===== src/rtl/tkc_pkg.sv =====
package tkc_pkg;

  typedef enum logic [1:0] {
    ST_IDLE  = 2'd0,
    ST_KEYUP = 2'd1,
    ST_DATA  = 2'd2,
    ST_TAIL  = 2'd3
  } tkc_state_e;

  localparam logic [7:0] FLAG_BYTE = 8'h7E;
  localparam logic [7:0] CAL_BYTE  = 8'h00;

  localparam int DEF_TXDELAY  = 20;
  localparam int DEF_TXTAIL   = 2;
  localparam int DEF_SLOTTIME = 10;
  localparam int DEF_PERSIST  = 40;

  // bit/s * 10 ms / 8 bits = bit/s / 800 bytes per 10 ms unit
  localparam int TENMS_DIV = 800;

  function automatic logic [31:0] tenms_to_flags(input logic [31:0] tenms,
                                                 input logic [31:0] rate);
    logic [31:0] prod;
    prod = tenms * rate;
    return prod / 32'(TENMS_DIV);
  endfunction

endpackage


===== src/rtl/tkc_cfg_regs.sv =====
module tkc_cfg_regs #(
  parameter int PAR_W = 8
) (
  input  logic             clk,
  input  logic             rst_n,
  input  logic             wr_en,
  input  logic [PAR_W-1:0] wr_txdelay,
  input  logic [PAR_W-1:0] wr_txtail,
  input  logic [PAR_W-1:0] wr_slottime,
  input  logic [PAR_W-1:0] wr_persist,
  input  logic             wr_fulldup,
  output logic [PAR_W-1:0] txdelay,
  output logic [PAR_W-1:0] txtail,
  output logic [PAR_W-1:0] slottime,
  output logic [PAR_W-1:0] persist,
  output logic             fulldup
);
  import tkc_pkg::*;

  always_ff @(posedge clk or negedge rst_n) begin
    if (!rst_n) begin
      txdelay  <= PAR_W'(DEF_TXDELAY);
      txtail   <= PAR_W'(DEF_TXTAIL);
      slottime <= PAR_W'(DEF_SLOTTIME);
      persist  <= PAR_W'(DEF_PERSIST);
      fulldup  <= 1'b0;
    end else if (wr_en) begin
      txdelay  <= wr_txdelay;
      txtail   <= wr_txtail;
      slottime <= wr_slottime;
      persist  <= wr_persist;
      fulldup  <= wr_fulldup;
    end
  end

endmodule


===== src/rtl/tkc_csma_gate.sv =====
module tkc_csma_gate #(
  parameter int PAR_W = 8
) (
  input  logic             clk,
  input  logic             rst_n,
  input  logic             arm,        // idle, frame offered, no calibration
  input  logic             fulldup,
  input  logic             chan_busy,
  input  logic             slot_tick,
  input  logic [7:0]       rnd_val,
  input  logic [PAR_W-1:0] persist,
  input  logic [PAR_W-1:0] slottime,
  input  logic             cfg_load,
  output logic             start_go
);
  import tkc_pkg::*;

  logic [PAR_W-1:0] slot_cnt;
  logic             slot_reload;
  logic             slot_dec;
  logic             slot_expired;
  logic             draw_pass;

  assign slot_expired = (slot_cnt <= PAR_W'(1));
  assign draw_pass    = (PAR_W'(rnd_val) <= persist);

  always_comb begin
    start_go    = 1'b0;
    slot_reload = 1'b0;
    slot_dec    = 1'b0;
    if (arm) begin
      if (fulldup) begin
        start_go = 1'b1;
      end else if (chan_busy) begin
        slot_reload = 1'b1;
      end else if (slot_tick) begin
        if (slot_expired) begin
          slot_reload = 1'b1;
          start_go    = draw_pass;
        end else begin
          slot_dec = 1'b1;
        end
      end
    end
  end

  always_ff @(posedge clk or negedge rst_n) begin
    if (!rst_n)           slot_cnt <= PAR_W'(DEF_SLOTTIME);
    else if (cfg_load)    slot_cnt <= PAR_W'(1);
    else if (slot_reload) slot_cnt <= slottime;
    else if (slot_dec)    slot_cnt <= slot_cnt - PAR_W'(1);
  end

  AST_BUSY_DEFER: assert property (@(posedge clk) disable iff (!rst_n)
    (arm && !fulldup && chan_busy) |-> !start_go) else $error("busy defer");

  AST_BUSY_RELOAD: assert property (@(posedge clk) disable iff (!rst_n)
    (arm && !fulldup && chan_busy && !cfg_load) |=> (slot_cnt == $past(slottime))) else $error("busy reload");

  AST_PERSIST_LIMIT: assert property (@(posedge clk) disable iff (!rst_n)
    (start_go && !fulldup) |-> (PAR_W'(rnd_val) <= persist)) else $error("persist");

  AST_TICK_NEEDED: assert property (@(posedge clk) disable iff (!rst_n)
    (start_go && !fulldup) |-> slot_tick) else $error("tick");

  AST_FULLDUP_GO: assert property (@(posedge clk) disable iff (!rst_n)
    (arm && fulldup) |-> start_go) else $error("full duplex");

  AST_CFG_SLOT_ONE: assert property (@(posedge clk) disable iff (!rst_n)
    cfg_load |=> (slot_cnt == PAR_W'(1))) else $error("cfg slot");

endmodule


===== src/rtl/tkc_seq.sv =====
module tkc_seq #(
  parameter int PAR_W = 8,
  parameter int BR_W  = 20,
  parameter int CAL_W = 16,
  parameter int CNT_W = 16
) (
  input  logic             clk,
  input  logic             rst_n,
  input  logic [BR_W-1:0]  bit_rate,
  input  logic [PAR_W-1:0] txdelay,
  input  logic [PAR_W-1:0] txtail,
  input  logic             ptt_fb,
  input  logic             cal_we,
  input  logic [CAL_W-1:0] cal_bytes,
  input  logic             frm_valid,
  input  logic [7:0]       frm_data,
  input  logic             frm_last,
  input  logic             out_space,
  input  logic             start_go,
  output logic             csma_arm,
  output logic             frm_ready,
  output logic             out_valid,
  output logic [7:0]       out_data,
  output logic             ptt,
  output logic [CNT_W-1:0] keyup_count
);
  import tkc_pkg::*;

  localparam int FLG_W = BR_W + PAR_W;

  tkc_state_e       state;
  logic [FLG_W-1:0] flag_cnt;
  logic [CAL_W-1:0] cal_cnt;
  logic             in_frame;

  // named internal events
  logic flags_left;
  logic emit_flag;
  logic emit_cal;
  logic pass_byte;
  logic frame_gap;
  logic tail_done;

  function automatic logic [FLG_W-1:0] to_flags(input logic [PAR_W-1:0] tenms,
                                                 input logic [BR_W-1:0]  rate);
    return FLG_W'(tenms_to_flags(32'(tenms), 32'(rate)));
  endfunction

  assign flags_left = (flag_cnt != '0);
  assign emit_flag  = out_space && flags_left &&
                      ((state == ST_KEYUP) || (state == ST_TAIL && !frm_valid));
  assign emit_cal   = out_space && (state == ST_IDLE) && (cal_cnt != '0);
  assign pass_byte  = out_space && (state == ST_DATA) && frm_valid;
  assign frame_gap  = (state == ST_DATA) && !frm_valid && !in_frame;
  assign tail_done  = (state == ST_TAIL) && !frm_valid && !flags_left && !ptt_fb;

  assign csma_arm  = (state == ST_IDLE) && (cal_cnt == '0) && frm_valid;
  assign frm_ready = pass_byte;
  assign out_valid = emit_flag || emit_cal || pass_byte;
  assign out_data  = pass_byte ? frm_data : (emit_cal ? CAL_BYTE : FLAG_BYTE);
  assign ptt       = (state != ST_IDLE);

  always_ff @(posedge clk or negedge rst_n) begin
    if (!rst_n) begin
      cal_cnt <= '0;
    end else if (cal_we) begin
      cal_cnt <= cal_bytes;
    end else if (emit_cal) begin
      cal_cnt <= cal_cnt - CAL_W'(1);
    end
  end

  always_ff @(posedge clk or negedge rst_n) begin
    if (!rst_n) begin
      state       <= ST_IDLE;
      flag_cnt    <= '0;
      in_frame    <= 1'b0;
      keyup_count <= '0;
    end else begin
      unique case (state)
        ST_IDLE: begin
          if (start_go) begin
            state       <= ST_KEYUP;
            flag_cnt    <= to_flags(txdelay, bit_rate);
            in_frame    <= 1'b0;
            keyup_count <= keyup_count + CNT_W'(1);
          end
        end
        ST_KEYUP: begin
          if (!flags_left) begin
            state <= ST_DATA;
          end else if (emit_flag) begin
            flag_cnt <= flag_cnt - FLG_W'(1);
            if (flag_cnt == FLG_W'(1)) state <= ST_DATA;
          end
        end
        ST_DATA: begin
          if (pass_byte) begin
            in_frame <= !frm_last;
          end else if (frame_gap) begin
            state    <= ST_TAIL;
            flag_cnt <= to_flags(txtail, bit_rate);
          end
        end
        ST_TAIL: begin
          if (frm_valid) begin
            state <= ST_DATA;
          end else if (emit_flag) begin
            flag_cnt <= flag_cnt - FLG_W'(1);
          end else if (tail_done) begin
            state <= ST_IDLE;
          end
        end
        default: state <= ST_IDLE;
      endcase
    end
  end

  AST_OUT_NEEDS_SPACE: assert property (@(posedge clk) disable iff (!rst_n)
    out_valid |-> out_space) else $error("space");

  AST_READY_WHILE_KEYED: assert property (@(posedge clk) disable iff (!rst_n)
    frm_ready |-> (ptt && out_valid && out_data == frm_data)) else $error("ready");

  AST_KEYUP_COUNT: assert property (@(posedge clk) disable iff (!rst_n)
    $rose(ptt) |-> (keyup_count == $past(keyup_count) + CNT_W'(1))) else $error("keyup count");

  AST_COUNT_STEADY: assert property (@(posedge clk) disable iff (!rst_n)
    !$rose(ptt) |-> $stable(keyup_count)) else $error("count steady");

  AST_TAIL_RELEASE: assert property (@(posedge clk) disable iff (!rst_n)
    (state == ST_IDLE && $past(state) == ST_TAIL) |-> !$past(ptt_fb)) else $error("release");

  AST_CAL_PRECEDENCE: assert property (@(posedge clk) disable iff (!rst_n)
    (state == ST_IDLE && cal_cnt != '0) |=> !ptt) else $error("cal precedence");

  AST_PAUSE_SILENT: assert property (@(posedge clk) disable iff (!rst_n)
    (state == ST_DATA && in_frame && !frm_valid) |=> (state == ST_DATA)) else $error("pause");

  AST_TAIL_RESUME: assert property (@(posedge clk) disable iff (!rst_n)
    (state == ST_TAIL && frm_valid) |=> (state == ST_DATA && ptt)) else $error("resume");

endmodule


===== src/rtl/tx_key_ctrl.sv =====
module tx_key_ctrl #(
  parameter int PAR_W = 8,
  parameter int BR_W  = 20,
  parameter int CAL_W = 16,
  parameter int CNT_W = 16
) (
  input  logic             clk,
  input  logic             rst_n,
  input  logic             chan_busy,
  input  logic             ptt_fb,
  input  logic             slot_tick,
  input  logic [7:0]       rnd_val,
  input  logic             cfg_we,
  input  logic [PAR_W-1:0] cfg_txdelay,
  input  logic [PAR_W-1:0] cfg_txtail,
  input  logic [PAR_W-1:0] cfg_slottime,
  input  logic [PAR_W-1:0] cfg_persist,
  input  logic             cfg_fulldup,
  input  logic [BR_W-1:0]  bit_rate,
  input  logic             cal_we,
  input  logic [CAL_W-1:0] cal_bytes,
  input  logic             frm_valid,
  input  logic [7:0]       frm_data,
  input  logic             frm_last,
  output logic             frm_ready,
  input  logic             out_space,
  output logic             out_valid,
  output logic [7:0]       out_data,
  output logic             ptt,
  output logic [CNT_W-1:0] keyup_count
);

  logic [PAR_W-1:0] txdelay;
  logic [PAR_W-1:0] txtail;
  logic [PAR_W-1:0] slottime;
  logic [PAR_W-1:0] persist;
  logic             fulldup;
  logic             csma_arm;
  logic             start_go;

  tkc_cfg_regs #(.PAR_W(PAR_W)) u_cfg (
    .clk         (clk),
    .rst_n       (rst_n),
    .wr_en       (cfg_we),
    .wr_txdelay  (cfg_txdelay),
    .wr_txtail   (cfg_txtail),
    .wr_slottime (cfg_slottime),
    .wr_persist  (cfg_persist),
    .wr_fulldup  (cfg_fulldup),
    .txdelay     (txdelay),
    .txtail      (txtail),
    .slottime    (slottime),
    .persist     (persist),
    .fulldup     (fulldup)
  );

  tkc_csma_gate #(.PAR_W(PAR_W)) u_csma (
    .clk       (clk),
    .rst_n     (rst_n),
    .arm       (csma_arm),
    .fulldup   (fulldup),
    .chan_busy (chan_busy),
    .slot_tick (slot_tick),
    .rnd_val   (rnd_val),
    .persist   (persist),
    .slottime  (slottime),
    .cfg_load  (cfg_we),
    .start_go  (start_go)
  );

  tkc_seq #(
    .PAR_W (PAR_W),
    .BR_W  (BR_W),
    .CAL_W (CAL_W),
    .CNT_W (CNT_W)
  ) u_seq (
    .clk         (clk),
    .rst_n       (rst_n),
    .bit_rate    (bit_rate),
    .txdelay     (txdelay),
    .txtail      (txtail),
    .ptt_fb      (ptt_fb),
    .cal_we      (cal_we),
    .cal_bytes   (cal_bytes),
    .frm_valid   (frm_valid),
    .frm_data    (frm_data),
    .frm_last    (frm_last),
    .out_space   (out_space),
    .start_go    (start_go),
    .csma_arm    (csma_arm),
    .frm_ready   (frm_ready),
    .out_valid   (out_valid),
    .out_data    (out_data),
    .ptt         (ptt),
    .keyup_count (keyup_count)
  );

endmodule


===== config.mk =====
export PLATFORM = sky130hd
export DESIGN_NAME = tx_key_ctrl
export DESIGN_NICKNAME = d
export VERILOG_FILES = /design/src/rtl/tkc_pkg.sv /design/src/rtl/tkc_cfg_regs.sv /design/src/rtl/tkc_csma_gate.sv /design/src/rtl/tkc_seq.sv /design/src/rtl/tx_key_ctrl.sv
export SDC_FILE = /design/constraint.sdc
export NUM_CORES = 1
export LEC_CHECK = 0
export BUFFER_PORTS_ARGS = -buffer_cell sky130_fd_sc_hd__buf_2
export CAP_MARGIN = 20
export CORE_ASPECT_RATIO = 2
export CORE_MARGIN = 2
export CORE_UTILIZATION = 35
export CTS_BUF_LIST = sky130_fd_sc_hd__clkbuf_4
export DETAILED_ROUTE_END_ITERATION = 10
export PLACE_DENSITY = 0.48
export REMOVE_ABC_BUFFERS = 1
export SLEW_MARGIN = 20
export SYNTH_ARGS = -nofsm -noshare
export SYNTH_HDL_FRONTEND = slang
export SYNTH_SLANG_ARGS = --single-unit
export TNS_END_PERCENT = 1

===== constraint.sdc =====
create_clock -name clk -period 35.8 [get_ports clk]
set_input_delay 5.37 -clock clk [delete_from_list [all_inputs] [get_ports clk]]
set_output_delay 5.37 -clock clk [all_outputs]
set_load 0.02 [all_outputs]

Yosys cells after proc, flatten, opt, wreduce, memory -nomap -nowiden --
Index checks and enable logic that the tools add are counted.
Operators by class: add/sub/neg operators 4, $mul 2, divide/modulo/power cells 2, magnitude comparators 2, equal/unequal tests 14, shift-type cells 0, muxes and demuxes 42, bitwise logic cells 0, reduce and logical (&&, ||, !) cells 33
Operator list (number):
- $mux 28 | 6
- $pmux 28 s4 | 1
- $div 28x10->32 const B | 2
- $mul 8x20->28 | 2
- $mux 16 | 2
- $mux 8 | 4
- $eq 28x1->1 const B | 1
- $reduce_bool 28->1 | 1
- $sub 28x1->28 const B | 1
- $mux 2 | 9
- $mux 1 | 17
- $add 16x1->16 const B | 1
- $logic_not 16->1 | 1
- $reduce_bool 16->1 | 1
- $sub 16x1->16 const B | 1
- $logic_and 1x1->1 | 13
- $ne 3x3->1 const B | 3
- $le 8x1->1 const B | 1
- $le 8x8->1 | 1
- $pmux 2 s4 | 1
- $sub 8x1->8 const B | 1
- $mux 7 | 1
- $reduce_and 7->1 | 1
- $ne 2x1->1 const B | 3
- 13 further kinds | 24
Storage, ports and cells: bits in registers 104, latch bits 0, bits in writable memories 0, memory bits (read-only) 0, input port bits 95, output and inout port bits 27, logic and storage cells 110, memories kept 0

Longest topological paths before layout --
word-level depth 9, depth in mapped cells 63

Cells and area by module --
A second synthesis with hierarchy kept.
Second synthesis, totals: cell total of the unflattened synthesis 2485, area total of the unflattened synthesis 20678.6 um^2
Modules (own cells, without submodules):
- tkc_seq | instances 1, cells an instance 2307, area each 18428.9 um^2, seq. area each 1576.5 um^2
- tkc_cfg_regs | instances 1, cells an instance 70, area each 1390.1 um^2, seq. area each 834.6 um^2
- tkc_csma_gate | instances 1, cells an instance 108, area each 859.6 um^2, seq. area each 202.7 um^2

Worst setup path after synthesis --
No wires, ideal clock.
kind in2reg, from in bit_rate[17], to reg u_seq.flag_cnt[0], library setup time 0.134 ns, data arrival time 19.150 ns, required time 35.666 ns, setup slack 16.516 ns, cell stages on the path 59, path buffers 7, cells stage by stage clkbuf_1 -> clkbuf_1 -> nand2_1 -> fa_1 -> inv_1 -> fa_1 -> fa_1 -> inv_1 -> fa_1 -> inv_1 -> ha_1 -> buf_6 -> a21oi_2 -> o21a_4 -> o221ai_2 -> mux2_1 -> a22oi_2 -> or4_4 -> [23 not listed] -> a221oi_4 -> and4_1 -> a311o_1 -> a2111oi_2 -> o21ai_1 -> and2b_1 -> o21a_1 -> a2111oi_4 -> nor2_4 -> mux2_4 -> o31ai_4 -> xor2_2 -> and3_1 -> o311a_2 -> o32ai_1 -> a21bo_1 -> a311oi_1 -> o211ai_1
On the way: cells in the longest elaborated chain, start to end 5, elaborated cells between the ends (all ways) 8
RTL lines:
- from (decl) | RTL line tx_key_ctrl.sv:19 | input logic [BR_W-1:0] bit_rate,
- $mul 8x20->28 | RTL line tkc_pkg.sv:24 | prod = tenms * rate;
- $div 28x10->32 | RTL line tkc_pkg.sv:25 | return prod / 32'(TENMS_DIV);
- $mux 28 | RTL line tkc_seq.sv:100 | end else if (frame_gap) begin
- $mux 28 | RTL line tkc_seq.sv:98 | if (pass_byte) begin
- $pmux 28 s4 (*) | RTL line tkc_seq.sv:80 | unique case (state)
- to (signal assigned) | RTL line tkc_seq.sv:84 | flag_cnt <= to_flags(txdelay, bit_rate);
- to (signal assigned) | RTL line tkc_seq.sv:102 | flag_cnt <= to_flags(txtail, bit_rate);
- to (signal assigned) | RTL line tkc_seq.sv:109 | flag_cnt <= flag_cnt - FLG_W'(1);
- to (decl) | RTL line tkc_seq.sv:32 | logic [FLG_W-1:0] flag_cnt;
Every way passes the cells marked *; elsewhere a longest branch is shown, timed or not. The select of a mux whose other input is x is not followed. A chain may end at the register's enable or synchronous reset.

Worst setup path in the final report --
from in bit_rate[15], to reg u_seq.flag_cnt[0]
Same word-level chain as after synthesis.

==> flow_metrics.tcl <==
set metrics [dict create \
    outcome "complete, no violations" \
    tightest_slew_ns 1.05 \
    cp_max_fo 16 \
    fillers 6230 \
    mostFrequentLayoutCell "inv_1" \
    synth-edff-count 0 \
    cts_buffers 9 \
    htree_num_levels 3 \
    drt-initial-drc-count 1025 \
    ys.flop_type "dfrtp_1" \
    timing.slew.headroom_pct 30.1 \
    crit_start "bit_rate[15]" \
    dp_hpwl_mm 45.7 \
    grt_pass1_vias 18000 \
    maxCapViolations 0 \
    routedWlPerCell_um 18.2 \
    finalHoldViolations 0 \
    grtUsageTotal_pct 19.6 \
    numClockSinks 104 \
    boundaryPins 122 \
    rsz0062_at_grt "no" \
    min_path_type "flip-flop to flip-flop" \
    ys_ff_latch 104 \
    ys_async_sr_fraction_pct 100 \
    cp_common_cell "fa_1" \
    port_buffers 121 \
    grt_max_degree 71 \
    max_freq_mhz 47.0 \
    timing.hold.ws_ns 0.489 \
    drive_gt1_share_pct 15.7 \
    cts-resized-gates 0 \
    layout_common_cells "inv_1 (255), nand2_1 (251), and2_1 (231)" \
    critPathArrivalTime_ns 21.71 \
    std_cell_rows 126 \
    clkSlewWorstSetupHoldPaths_ns 0.22 \
    vias 17400 \
    place_area_um2 21500 \
    fp.dieH_um 348 \
    gp_congestion 0.874 \
    hp-start "u_seq.keyup_count[15]$_DFFE_PN0P_" \
    hold_buffers 0 \
    final_cell_area_um2 21700 \
    ant_nets 0 \
    synth.avg_cell_area_um2 8.55 \
    start_util_pct 35.2 \
    routed_wirelength_mm 58.5 \
    ys_warn_count 0 \
    area_delta_synth_final_pct 5.03 \
    cts_setup_buffers 0 \
    setup_violations 0 \
    die_area_um2 61100 \
    antenna_found_initial 1 \
    fin_nets 2863 \
    gr-total-overflow 0 \
    timing.final.crit_share_pct 59.4 \
    clk_latency_ns 0.57 \
    grt_first_pass_wirelength_mm 96.5 \
    drc 0 \
    coreArea_um2 58600 \
    drt-pass1-iter-count 5 \
    cts_root_buffer "clkbuf_4" \
    vias_per_cell 5.42 \
    start_kind "input pin" \
    cp_data_required_time_ns 36.23 \
    ys_types 155 \
    fin_skew_ns 0.0423 \
    critPathKind "input pin to flip-flop" \
    end_kind "flip-flop" \
    netlist_instances 2416 \
    reg2reg_from "u_cfg.txdelay[6]$_DFFE_PN0P_" \
    seq_area_frac_synth_pct 12.6 \
    synth_area_um2 20700 \
    clk_path_buf_depth 2 \
    die_w_um 176 \
    cts_tree "built" \
    tns_ns 0 \
    slew_viol_final 0 \
    crit_path_max_incr_delay_ns 0.87 \
    fin_crit_ns 21.27 \
    crit_slowest_cell "mux2i_1" \
]
## per-layer routing
layer | track usage (%) | wire (µm) | vias to the layer above
met4 | 5.30 | 1380 | 0
met2 | 35.3 | 29800 | 340
met3 | 1.38 | 1560 | 70
met5 | 0 | 0 | -
met1 | 25.1 | 25700 | 8654
li1 | - | - | 8373
## layout make-up
type                    instances  area, µm²  share of cell area [%]
multi-input cells            1943      16400                    75.3
flip-flops and latches        104       2610                    12.0
inverters                     257        965                    4.44
well taps                     768        961                    4.43
repair buffers                127        653                    3.01
clock inverters                 7       91.3                   0.421
clock buffers                   9       67.6                   0.311
diodes                          1       2.50                  0.0115
## sequential cells by signal (all words and copies together), names as in the netlist
register and cells:
u_seq.cal_cnt 16, u_seq.keyup_count 16, u_cfg.txdelay 8, u_seq.flag_cnt 28, u_seq.state 2, u_csma.slot_cnt 8, u_cfg.fulldup 1, u_cfg.persist 8
u_cfg.txtail 8, u_seq.in_frame 1, u_cfg.slottime 8
## metrics by stage
step                setup WS (ns)  instances  util [%]
floorplan                   16.65       2304         -
global placement            14.17       3199      36.7
detailed placement          14.15       3199      36.7
CTS                         14.73       3215      37.0
global route                13.35       3216      37.0
finish                      14.53       3216      37.0
## cells in the mapped netlist (10+ instances only)
master / instances / area (µm²)
a211o_1: 10 / 87.6
a211oi_1: 16 / 120
a21o_1: 21 / 158
a21o_2: 13 / 114
a21oi_1: 117 / 586
a31oi_1: 23 / 144
and2_1: 231 / 1450
and3_1: 15 / 93.8
buf_6: 25 / 282
clkbuf_1: 66 / 248
dfrtp_1: 95 / 2380
fa_1: 216 / 4320
ha_1: 110 / 1380
inv_1: 255 / 957
mux2_2: 31 / 349
mux2i_1: 12 / 120
nand2_1: 251 / 942
nand2b_1: 12 / 75.1
nand3_1: 44 / 220
nand4_1: 19 / 119
nor2_1: 132 / 495
nor3_1: 44 / 220
nor4_1: 20 / 125
o211ai_1: 22 / 165
o21a_1: 24 / 180
o21ai_0: 102 / 510
o21ai_1: 18 / 90.1
o21ai_2: 11 / 96.3
o22ai_1: 16 / 100
or2_2: 11 / 68.8
or3_1: 12 / 75.1
xnor2_1: 60 / 526
xor2_1: 28 / 245
## critical path: cells and delay by family
kind,cells,cell delay (ns)
AOI/OAI and AO/OA,25,7.47
xor gates and xnor gates,1,0.22
adders and majority gates,5,2.58
buffers and inverters,4,0.48
muxes,3,1.38
and+or+nand+nor,15,4.21
## path summary, 6_finish.rpt
check,slack [ns],cells past startpoint,to
max reg2reg,18.57,50,u_seq.flag_cnt[0]$_DFFE_PN0P_
min reg2reg,0.49,1,u_seq.keyup_count[15]$_DFFE_PN0P_
max in group asynchronous,29.73,2,u_seq.flag_cnt[17]$_DFFE_PN0P_
min in group asynchronous,4.72,1,u_cfg.txtail[5]$_DFFE_PN0P_
min,0.49,1,u_seq.keyup_count[15]$_DFFE_PN0P_
max,14.53,53,u_seq.flag_cnt[0]$_DFFE_PN0P_
## kinds of logic after synthesis
logic type,Yosys count,synth area share [%]
mux,49,2.69
fa+ha+maj,328,27.7
simple gates,893,23.1
buf+inv,369,8.25
xor+xnor,89,3.81
compound gates,584,21.8
flops,104,12.6
Power is left out: the tool's default activity adds up to more than one toggle a clock period on the data nets, which glitch-free logic cannot reach.
